===== src/rtl/zs_pkg.sv =====
package zs_pkg;
  typedef enum logic [1:0] {
    ST_IDLE = 2'd0,
    ST_SEEK = 2'd1,
    ST_VAL  = 2'd2
  } scan_state_e;

  // Position of the first channel after a hit that has just been sent.
  function automatic int unsigned resume_after(input int unsigned ch);
    return ch + 1;
  endfunction

  // Position after skipping one empty lookahead window.
  function automatic int unsigned skip_window(input int unsigned pos, input int unsigned win);
    return pos + win;
  endfunction
endpackage


===== src/rtl/zs_event_store.sv =====
module zs_event_store #(
  parameter int N_CH   = 128,
  parameter int DATA_W = 8,
  parameter int ADDR_W = $clog2(N_CH)
) (
  input  logic                     clk_i,
  input  logic                     rst_i,
  input  logic                     load_i,
  input  logic [N_CH-1:0]          hits_i,
  input  logic [N_CH*DATA_W-1:0]   values_i,
  input  logic [ADDR_W-1:0]        sel_i,
  output logic [N_CH-1:0]          hits_q_o,
  output logic [DATA_W-1:0]        sel_val_o
);
  logic [N_CH*DATA_W-1:0] vals_q;

  always_ff @(posedge clk_i) begin
    if (rst_i) begin
      hits_q_o <= '0;
    end else if (load_i) begin
      hits_q_o <= hits_i;
    end
  end

  always_ff @(posedge clk_i) begin
    if (load_i) vals_q <= values_i;
  end

  assign sel_val_o = vals_q[sel_i*DATA_W +: DATA_W];
endmodule


===== src/rtl/zs_window_finder.sv =====
module zs_window_finder #(
  parameter int N_CH   = 128,
  parameter int WIN    = 16,
  parameter int ADDR_W = $clog2(N_CH),
  parameter int POS_W  = ADDR_W + 1
) (
  input  logic [N_CH-1:0]   hits_i,
  input  logic [POS_W-1:0]  pos_i,
  output logic              hit_in_win_o,
  output logic [ADDR_W-1:0] hit_ch_o,
  output logic              any_left_o
);
  localparam int IDX_W = POS_W + 1;
  localparam int OFF_W = (WIN > 1) ? $clog2(WIN) : 1;

  logic [WIN-1:0]  cand;
  logic [N_CH-1:0] ahead;
  logic [OFF_W-1:0] off;
  logic [IDX_W-1:0] sum;

  for (genvar k = 0; k < WIN; k++) begin : g_win
    logic [IDX_W-1:0] idx;
    assign idx     = IDX_W'(pos_i) + IDX_W'(k);
    assign cand[k] = (idx < IDX_W'(N_CH)) && hits_i[idx[ADDR_W-1:0]];
  end

  for (genvar i = 0; i < N_CH; i++) begin : g_ahead
    assign ahead[i] = hits_i[i] && (IDX_W'(i) >= IDX_W'(pos_i));
  end

  always_comb begin
    off = '0;
    for (int k = WIN - 1; k >= 0; k--) begin
      if (cand[k]) off = OFF_W'(k);
    end
  end

  assign sum          = IDX_W'(pos_i) + IDX_W'(off);
  assign hit_ch_o     = sum[ADDR_W-1:0];
  assign hit_in_win_o = |cand;
  assign any_left_o   = |ahead;
endmodule


===== src/rtl/zs_scan_ctrl.sv =====
module zs_scan_ctrl
  import zs_pkg::*;
#(
  parameter int N_CH   = 128,
  parameter int WIN    = 16,
  parameter int DATA_W = 8,
  parameter int ADDR_W = $clog2(N_CH),
  parameter int POS_W  = ADDR_W + 1
) (
  input  logic              clk_i,
  input  logic              rst_i,
  input  logic              start_i,
  input  logic              hit_in_win_i,
  input  logic [ADDR_W-1:0] hit_ch_i,
  input  logic              any_left_i,
  input  logic [DATA_W-1:0] sel_val_i,
  output logic              capture_o,
  output logic              busy_o,
  output logic [POS_W-1:0]  pos_o,
  output logic [ADDR_W-1:0] cur_o,
  output logic [DATA_W-1:0] data_o,
  output logic              valid_o,
  output logic              eor_o,
  output logic              val_word_o
);
  scan_state_e state_q;

  assign capture_o = start_i && (state_q == ST_IDLE);
  assign busy_o    = (state_q != ST_IDLE);

  always_ff @(posedge clk_i) begin
    if (rst_i) begin
      state_q    <= ST_IDLE;
      pos_o      <= '0;
      cur_o      <= '0;
      data_o     <= '0;
      valid_o    <= 1'b0;
      eor_o      <= 1'b0;
      val_word_o <= 1'b0;
    end else begin
      data_o     <= '0;
      valid_o    <= 1'b0;
      eor_o      <= 1'b0;
      val_word_o <= 1'b0;
      unique case (state_q)
        ST_IDLE: begin
          if (capture_o) begin
            pos_o   <= '0;
            state_q <= ST_SEEK;
          end
        end
        ST_SEEK: begin
          if (!any_left_i) begin
            eor_o   <= 1'b1;
            state_q <= ST_IDLE;
          end else if (hit_in_win_i) begin
            data_o  <= DATA_W'(hit_ch_i);
            valid_o <= 1'b1;
            cur_o   <= hit_ch_i;
            state_q <= ST_VAL;
          end else begin
            pos_o <= POS_W'(skip_window(int'(pos_o), WIN));
          end
        end
        ST_VAL: begin
          data_o     <= sel_val_i;
          valid_o    <= 1'b1;
          val_word_o <= 1'b1;
          pos_o      <= POS_W'(resume_after(int'(cur_o)));
          state_q    <= ST_SEEK;
        end
        default: state_q <= ST_IDLE;
      endcase
    end
  end
endmodule


===== src/rtl/zs_readout_scanner.sv =====
module zs_readout_scanner #(
  parameter int N_CH   = 128,
  parameter int WIN    = 16,
  parameter int DATA_W = 8
) (
  input  logic                   clk_i,
  input  logic                   rst_i,
  input  logic                   start_i,
  input  logic [N_CH-1:0]        hits_i,
  input  logic [N_CH*DATA_W-1:0] values_i,
  output logic [DATA_W-1:0]      data_o,
  output logic                   valid_o,
  output logic                   eor_o
);
  localparam int ADDR_W = $clog2(N_CH);
  localparam int POS_W  = ADDR_W + 1;

  // Named internal events, visible to the bound checker.
  logic              capture;
  logic              busy;
  logic              val_word;
  logic [N_CH-1:0]   hit_q;
  logic [POS_W-1:0]  pos;
  logic [ADDR_W-1:0] cur;
  logic              hit_in_win;
  logic [ADDR_W-1:0] hit_ch;
  logic              any_left;
  logic [DATA_W-1:0] sel_val;

  zs_event_store #(.N_CH(N_CH), .DATA_W(DATA_W), .ADDR_W(ADDR_W)) u_store (
    .clk_i     (clk_i),
    .rst_i     (rst_i),
    .load_i    (capture),
    .hits_i    (hits_i),
    .values_i  (values_i),
    .sel_i     (cur),
    .hits_q_o  (hit_q),
    .sel_val_o (sel_val)
  );

  zs_window_finder #(.N_CH(N_CH), .WIN(WIN), .ADDR_W(ADDR_W), .POS_W(POS_W)) u_find (
    .hits_i       (hit_q),
    .pos_i        (pos),
    .hit_in_win_o (hit_in_win),
    .hit_ch_o     (hit_ch),
    .any_left_o   (any_left)
  );

  zs_scan_ctrl #(.N_CH(N_CH), .WIN(WIN), .DATA_W(DATA_W), .ADDR_W(ADDR_W), .POS_W(POS_W)) u_ctrl (
    .clk_i        (clk_i),
    .rst_i        (rst_i),
    .start_i      (start_i),
    .hit_in_win_i (hit_in_win),
    .hit_ch_i     (hit_ch),
    .any_left_i   (any_left),
    .sel_val_i    (sel_val),
    .capture_o    (capture),
    .busy_o       (busy),
    .pos_o        (pos),
    .cur_o        (cur),
    .data_o       (data_o),
    .valid_o      (valid_o),
    .eor_o        (eor_o),
    .val_word_o   (val_word)
  );
endmodule


===== config.mk =====
export PLATFORM = sky130hd
export DESIGN_NAME = zs_readout_scanner
export DESIGN_NICKNAME = d
export VERILOG_FILES = /design/src/rtl/zs_pkg.sv /design/src/rtl/zs_event_store.sv /design/src/rtl/zs_window_finder.sv /design/src/rtl/zs_scan_ctrl.sv /design/src/rtl/zs_readout_scanner.sv
export SDC_FILE = /design/constraint.sdc
export NUM_CORES = 2
export LEC_CHECK = 0
export CAP_MARGIN = 20
export CORE_AREA = 5 5 453 455
export CTS_CLUSTER_DIAMETER = 120
export DETAILED_ROUTE_END_ITERATION = 7
export DIE_AREA = 0 0 458 460
export PLACE_DENSITY_LB_ADDON = 0.15
export RECOVER_POWER = 25
export SYNTH_ARGS = -nofsm -noshare
export SYNTH_HDL_FRONTEND = slang
export SYNTH_SLANG_ARGS = --single-unit

===== constraint.sdc =====
create_clock -name clk_i -period 41.1 [get_ports clk_i]
set_input_delay 12.33 -clock clk_i [delete_from_list [all_inputs] [get_ports clk_i]]
set_output_delay 12.33 -clock clk_i [all_outputs]
set_load 0.01 [all_outputs]

# Word level (Yosys, flattened, before mapping)
# Cells that the tools add are included.
# Widths: inputs -> output; s select.
# classes
n_addsub	18
order_cmp	160
n_eq_ne	6
n_shift	1
n_mux	63
n_bitwise	1
reduce_logical	153
# ops
cell	count
$shiftx 1024x11->8	1
$ge 7x8->1 const A	64
$ge 6x8->1 const A	32
$logic_and 1x1->1	145
$lt 9x8->1 const B	15
$ge 5x8->1 const A	16
$lt 7x8->1 const B	16
$reduce_or 128->1	1
$bmux 1 s7	16
$add 8x4->9 const B	8
$ge 4x8->1 const A	8
$mux 4	16
$add 8x3->9 const B	4
$ge 3x8->1 const A	4
$mux 8	4
$pmux 8 s3	1
$mux 1	19
$add 8x2->9 const B	2
$ge 1x8->1 const A	2
$ge 2x8->1 const A	2
$pmux 8 s2	1
$reduce_or 16->1	1
$add 8x1->9 const B	1
$add 7x1->8 const B	1
other kinds (19)	22
# word_totals
regBits	1179
output_inout_bits	10

# Logic depth before layout (Yosys ltp)
# depth
depth_word	24
ltp_mapped	32

# Modules after synthesis
# A second synthesis with hierarchy kept.
# hier_totals
cells_unflattened	3376
area_unflattened_um2	56977.1
# by_module_without_submodules
mod	instances	cells_each	area_each_um2	seq_area_each_um2
zs_event_store	1	1856	43163.9	33311.9
zs_window_finder	1	1370	12557.0	0.0
zs_scan_ctrl	1	150	1256.2	560.5

# Worst setup path before layout
# OpenSTA, ideal clock, no wires.
# synth_timing
kind	input to register
start	in start_i
end	reg u_store.vals_q[0] (enable)
setup_ns	1.796
t_arrival_ns	40.280
required_ns	39.304
setup_slack_ns	-0.975
cell_stages	3
n_path_buf	1
cell_sequence	nand2_1 -> inv_1 -> clkbuf_1
# synth_via
elab_chain_len	1
# synth_rtl
element	line_no	rtl
start, declared	zs_readout_scanner.sv:8	input logic start_i,
$logic_and 1x1->1	zs_scan_ctrl.sv:28	assign capture_o = start_i && (state_q == ST_IDLE);
via capture	zs_readout_scanner.sv:19	logic capture;
end signal, assigned	zs_event_store.sv:26	if (load_i) vals_q <= values_i;
end, declared	zs_event_store.sv:15	logic [N_CH*DATA_W-1:0] vals_q;
# The timed path passes the listed nets, and every way through them passes these cells.
# A chain may end at the register's enable or synchronous reset.

# Worst setup path after layout
# layout_timing
start	in start_i
end	reg u_store.vals_q[268] (enable)
# layout_via
elab_chain_len	1
# layout_rtl
element	line_no
$logic_and 1x1->1	zs_scan_ctrl.sv:28
# Every way passes these cells.

==> results <==
- The share of power burned in combinational logic is 0.177.
- The via count is 43200.
- The data required time of the critical path is 41520 ps.
- The synthesis-to-finish area growth is 33.7%.
- The area enclosed by the die boundary is 211000 um2.
- The clock passes through at most 3 buffers.
- From bottom edge to top edge, the die measures 460 um.
- At the end of routability-driven placement, the weighted congestion stood at 0.953.
- The setup path with the least slack is of type in -> reg.
- At the pin with the least slew margin, the transition time is 1500 ps.
- Sorting the synthesized cells by area gives the leading types as edfxtp_1 (53%), mux4_2 (22%), dfxtp_1 (5.3%).
- Dividing the detail-routed via count by the number of cells gives 5.59.
- In this run, synthesis inferred 1024 flip-flops with an integrated enable.
- For this design the static power due to leakage is 25.1 nW.
- Setup violations remaining at the end of the flow were counted as 0.
- The switching power of the nets is 0.924 mW.
- The depth of the most critical reg-to-reg path is 10.
- The design draws 3.37 mW.
- The sequential-to-total area share from yosys stat is 0.580.
- Counting every sink on the clock net gives 1179.
- The worst flop-to-flop path startpoint is u_ctrl.state_q[0].
- The region available for standard cell placement spans 201000 um2.
- Synthesis instantiated 88 different standard cells from the library.
- Of all nets on the critical path, the largest fanout is 187.
- The final hold violation count was 0.
- The final number of max-transition violations is 19.
- After global routing the overflow that remains totals 0.
- Data arrives at the worst endpoint at 19630 ps.
- The worst hold endpoint is u_store.hits_q_o[5].
- The number of input and output port buffers inserted is 1164.
- Adding up every negative setup slack in the final design gives 0 ps.
- The cell area after technology mapping is 58300 um2.
- The kind of start point of the critical path is an input port.
- The total of cells resized after clock tree synthesis is 0.
- The detailed router finished its first iteration with 5089 violations.
- The register-to-register setup slack is 33260 ps.
- Counting every instance in the synthesized netlist gives 3711.
- The clock edge transition at the registers on the reported setup and hold paths is 60 ps.
- For this run, the total global-route usage over all layers was measured as 0.271.
- The initial antenna violation count came to 323.
- The initialized floorplan defines 165 standard-cell rows.
- Summed over all nets, the half-perimeter wirelength after detailed placement is 229 mm.
- The first global-routing pass estimated 388 mm of wire.
- Counting flops with an async set or reset pin after synthesis yields a share of 0.
- The flow ran to the end, but the final reports show violations.
- The predominant post-synthesis flop cell is edfxtp_1.
- The worst flop-to-flop path endpoint is u_store.vals_q[268].
- The final reports fail on capacitance limit, slew limit.
- Of the cells placed in the final design, the portion with a size suffix greater than 1 is 0.199.
- The kind of end point of the critical path is a flop.
- The number of iterations in the first detailed-routing pass is 6.
- The CTS buffer count is 144.
- The number of synthesized register bits is 1179.
- The share of total power dissipated in the clock network is 0.373.
- The worst pin sits at a relative slew slack of -0.00237.
- In this run the most critical hold path is launched from u_store.hits_q_o[5].
- Entering global routing, the biggest net connects 188 pins.
- The worst clock skew is 57.4 ps.
- The average size of a mapped cell is 15.7 um2.
- Based on the critical path, the design can be clocked at up to 52.1 MHz.
- The number of remaining DRC errors is 0.
- The filler cell count is 18800.
- The initial core utilization is 0.290.
- The clock tree from TritonCTS is built.
- The final layout net count is 6015.
- The worst hold path belongs to the class reg -> reg.
- The detail route stage leaves a number of antenna-violating nets equal to 0.
- The count of pins on the block boundary is 1165.
- The post-CTS repair timing setup buffer count is 0.
- The width of the die is 458 um.
- The time the final worst path needs with I/O delays and setup is 19210 ps.
- In the final routed layout, each cell accounts on average for 38.1 um.
- In this run the number of H-tree levels came out at 4.
- The cell accounting for the most synthesized area is edfxtp_1.
- CTS placed an instance of clkbuf_16 at the clock tree root.
- Max-cap violations in this run came to 1.
- Internal power comes to 2.45 mW.
- The sequential power share is 0.450.
- The total of hold buffers inserted after clock tree synthesis is 0.
- The number of global-route vias before repair is 42200.
- IR analysis of the VDD net gives a maximum drop of 0.0388 mV.
- For this run, the number of Yosys warnings is 0.
- The final wirelength is 295 mm.
- Synthesis produced a netlist with a net count of 4901.
- The top-area cell type share of the netlist area is 0.527.
- The power per standard cell area is 43.3 nW/um2.
- The clock insertion delay at the later pin of the skew report is 790 ps.
- Counting instances, the worst hold path has a depth of 2.
- Setup repair after global routing left no endpoint under its margin.
- Dividing the final minimum period by the clock period gives 0.467.
- Of the total power, the share spent switching nets is 0.274.
[state kept, by name (all words and copies together), names as in the netlist]
signal / flops
u_ctrl.eor_o: 1
u_ctrl.valid_o: 1
u_ctrl.cur_o: 7
u_ctrl.pos_o: 8
u_ctrl.data_o: 8
u_ctrl.state_q: 2
u_store.hits_q_o: 128
u_store.vals_q: 1024
[layout by cell type, fill, tap and decap left out, drive strengths merged, types with 25 or more instances in the layout]
master         Yosys  routed
a21oi            186     186
edfxtp          1024    1024
nor2              89      89
nand2b            25      25
clkinv             4      61
o21ai             81      81
a31oi             31      31
buf              108      99
dfxtp            155     155
dlygate4sd3        0     546
nand3             74      74
mux4             573     573
nand2            439     439
inv               27      35
clkdlybuf4s50      0     617
xnor2             65      65
ha                34      34
mux2              61      61
mux2i            118     118
o22ai             29      29
clkbuf           186     185
nand4             29      29
diode              0     119
[cell usage after synthesis (16+ instances only)]
master and instances:
nor4_1 21, o211ai_1 23, mux2i_1 118, nand2b_1 25
mux2_2 61, nand2_1 439, a31oi_1 31, buf_2 27
nand3_1 74, and3_1 16, dfxtp_1 155, nand4_1 29
a21oi_1 185, mux4_2 573, xnor2_1 65, clkbuf_1 186
ha_1 34, nor3_1 19, o21ai_0 77, o22ai_1 29
buf_1 59, a22oi_1 16, inv_1 24, edfxtp_1 1024
nor2_1 89, nor2b_1 21
[critical path, cell delays in order]
cell	delay (ps)
clkdlybuf4s50_1	520
nand2_4	340
inv_8	870
buf_4	840
buf_12	570
buf_12	770
buf_4	920
buf_4	960
buf_4	840
[worst max path at each step]
stage	startpoint	to	slack (ps)	depth (start not counted)
after floorplan	start_i	u_store.vals_q[0]	14840	3
after global placement	start_i	u_store.vals_q[258]	21070	9
after detailed placement	start_i	u_store.vals_q[282]	20980	9
after CTS	start_i	u_store.vals_q[409]	21850	9
after global routing	start_i	u_store.vals_q[694]	21380	9
final	start_i	u_store.vals_q[268]	21890	9
[layout make-up]
cell class | instances | area (um2) | share of cell area
sequential | 1179 | 33900 | 0.434
multi-input combinational | 2206 | 23200 | 0.297
timing repair buffer | 1263 | 12500 | 0.160
clock buffer | 184 | 3830 | 0.0491
tap | 2672 | 3340 | 0.0429
clock inverter | 77 | 865 | 0.0111
antenna | 119 | 298 | 0.00382
inverter | 31 | 124 | 0.00159
[power groups by stage]
stage,clock [mW],sequential (mW),combinational (mW)
2_1_floorplan,0,1.57,0.323
3_3_place_gp,0,1.54,0.614
3_5_place_dp,0,1.54,0.614
4_1_cts,1.29,1.52,0.617
5_1_grt,1.34,1.53,0.629
6_report,1.26,1.52,0.596
[kinds of logic after synthesis]
kind of cell	Yosys count	share of synthesized area
flip-flops	1179	0.580
AO/OA/AOI/OAI	540	0.0603
adder cells (fa/ha/maj)	35	0.00764
buffers and inverters	326	0.0236
multiplexers	752	0.253
XOR/XNOR	74	0.0111
AND/OR/NAND/NOR	805	0.0637
[stage by stage]
stage | utilization | instances | hold WS, ps | setup WS, ps | cell area, um2
after floorplan | - | 3711 | 480 | 14840 | 58300
after global placement | 0.363 | 7348 | 450 | 21070 | 73000
after detailed placement | 0.363 | 7348 | 459 | 20980 | 73000
after CTS | 0.387 | 7609 | 467 | 21850 | 77700
after global routing | 0.387 | 7668 | 518 | 21380 | 77800
final | 0.388 | 7731 | 472 | 21890 | 78000
[routing by layer]
metal / vias up / routed length [um] / GRT usage
met5: - / 709 / 0
met4: 114 / 12600 / 0.0906
met2: 2513 / 147000 / 0.469
li1: 17500 / - / -
met1: 22300 / 111000 / 0.327
met3: 794 / 23600 / 0.0762
Power figures use the tool's default switching activity.
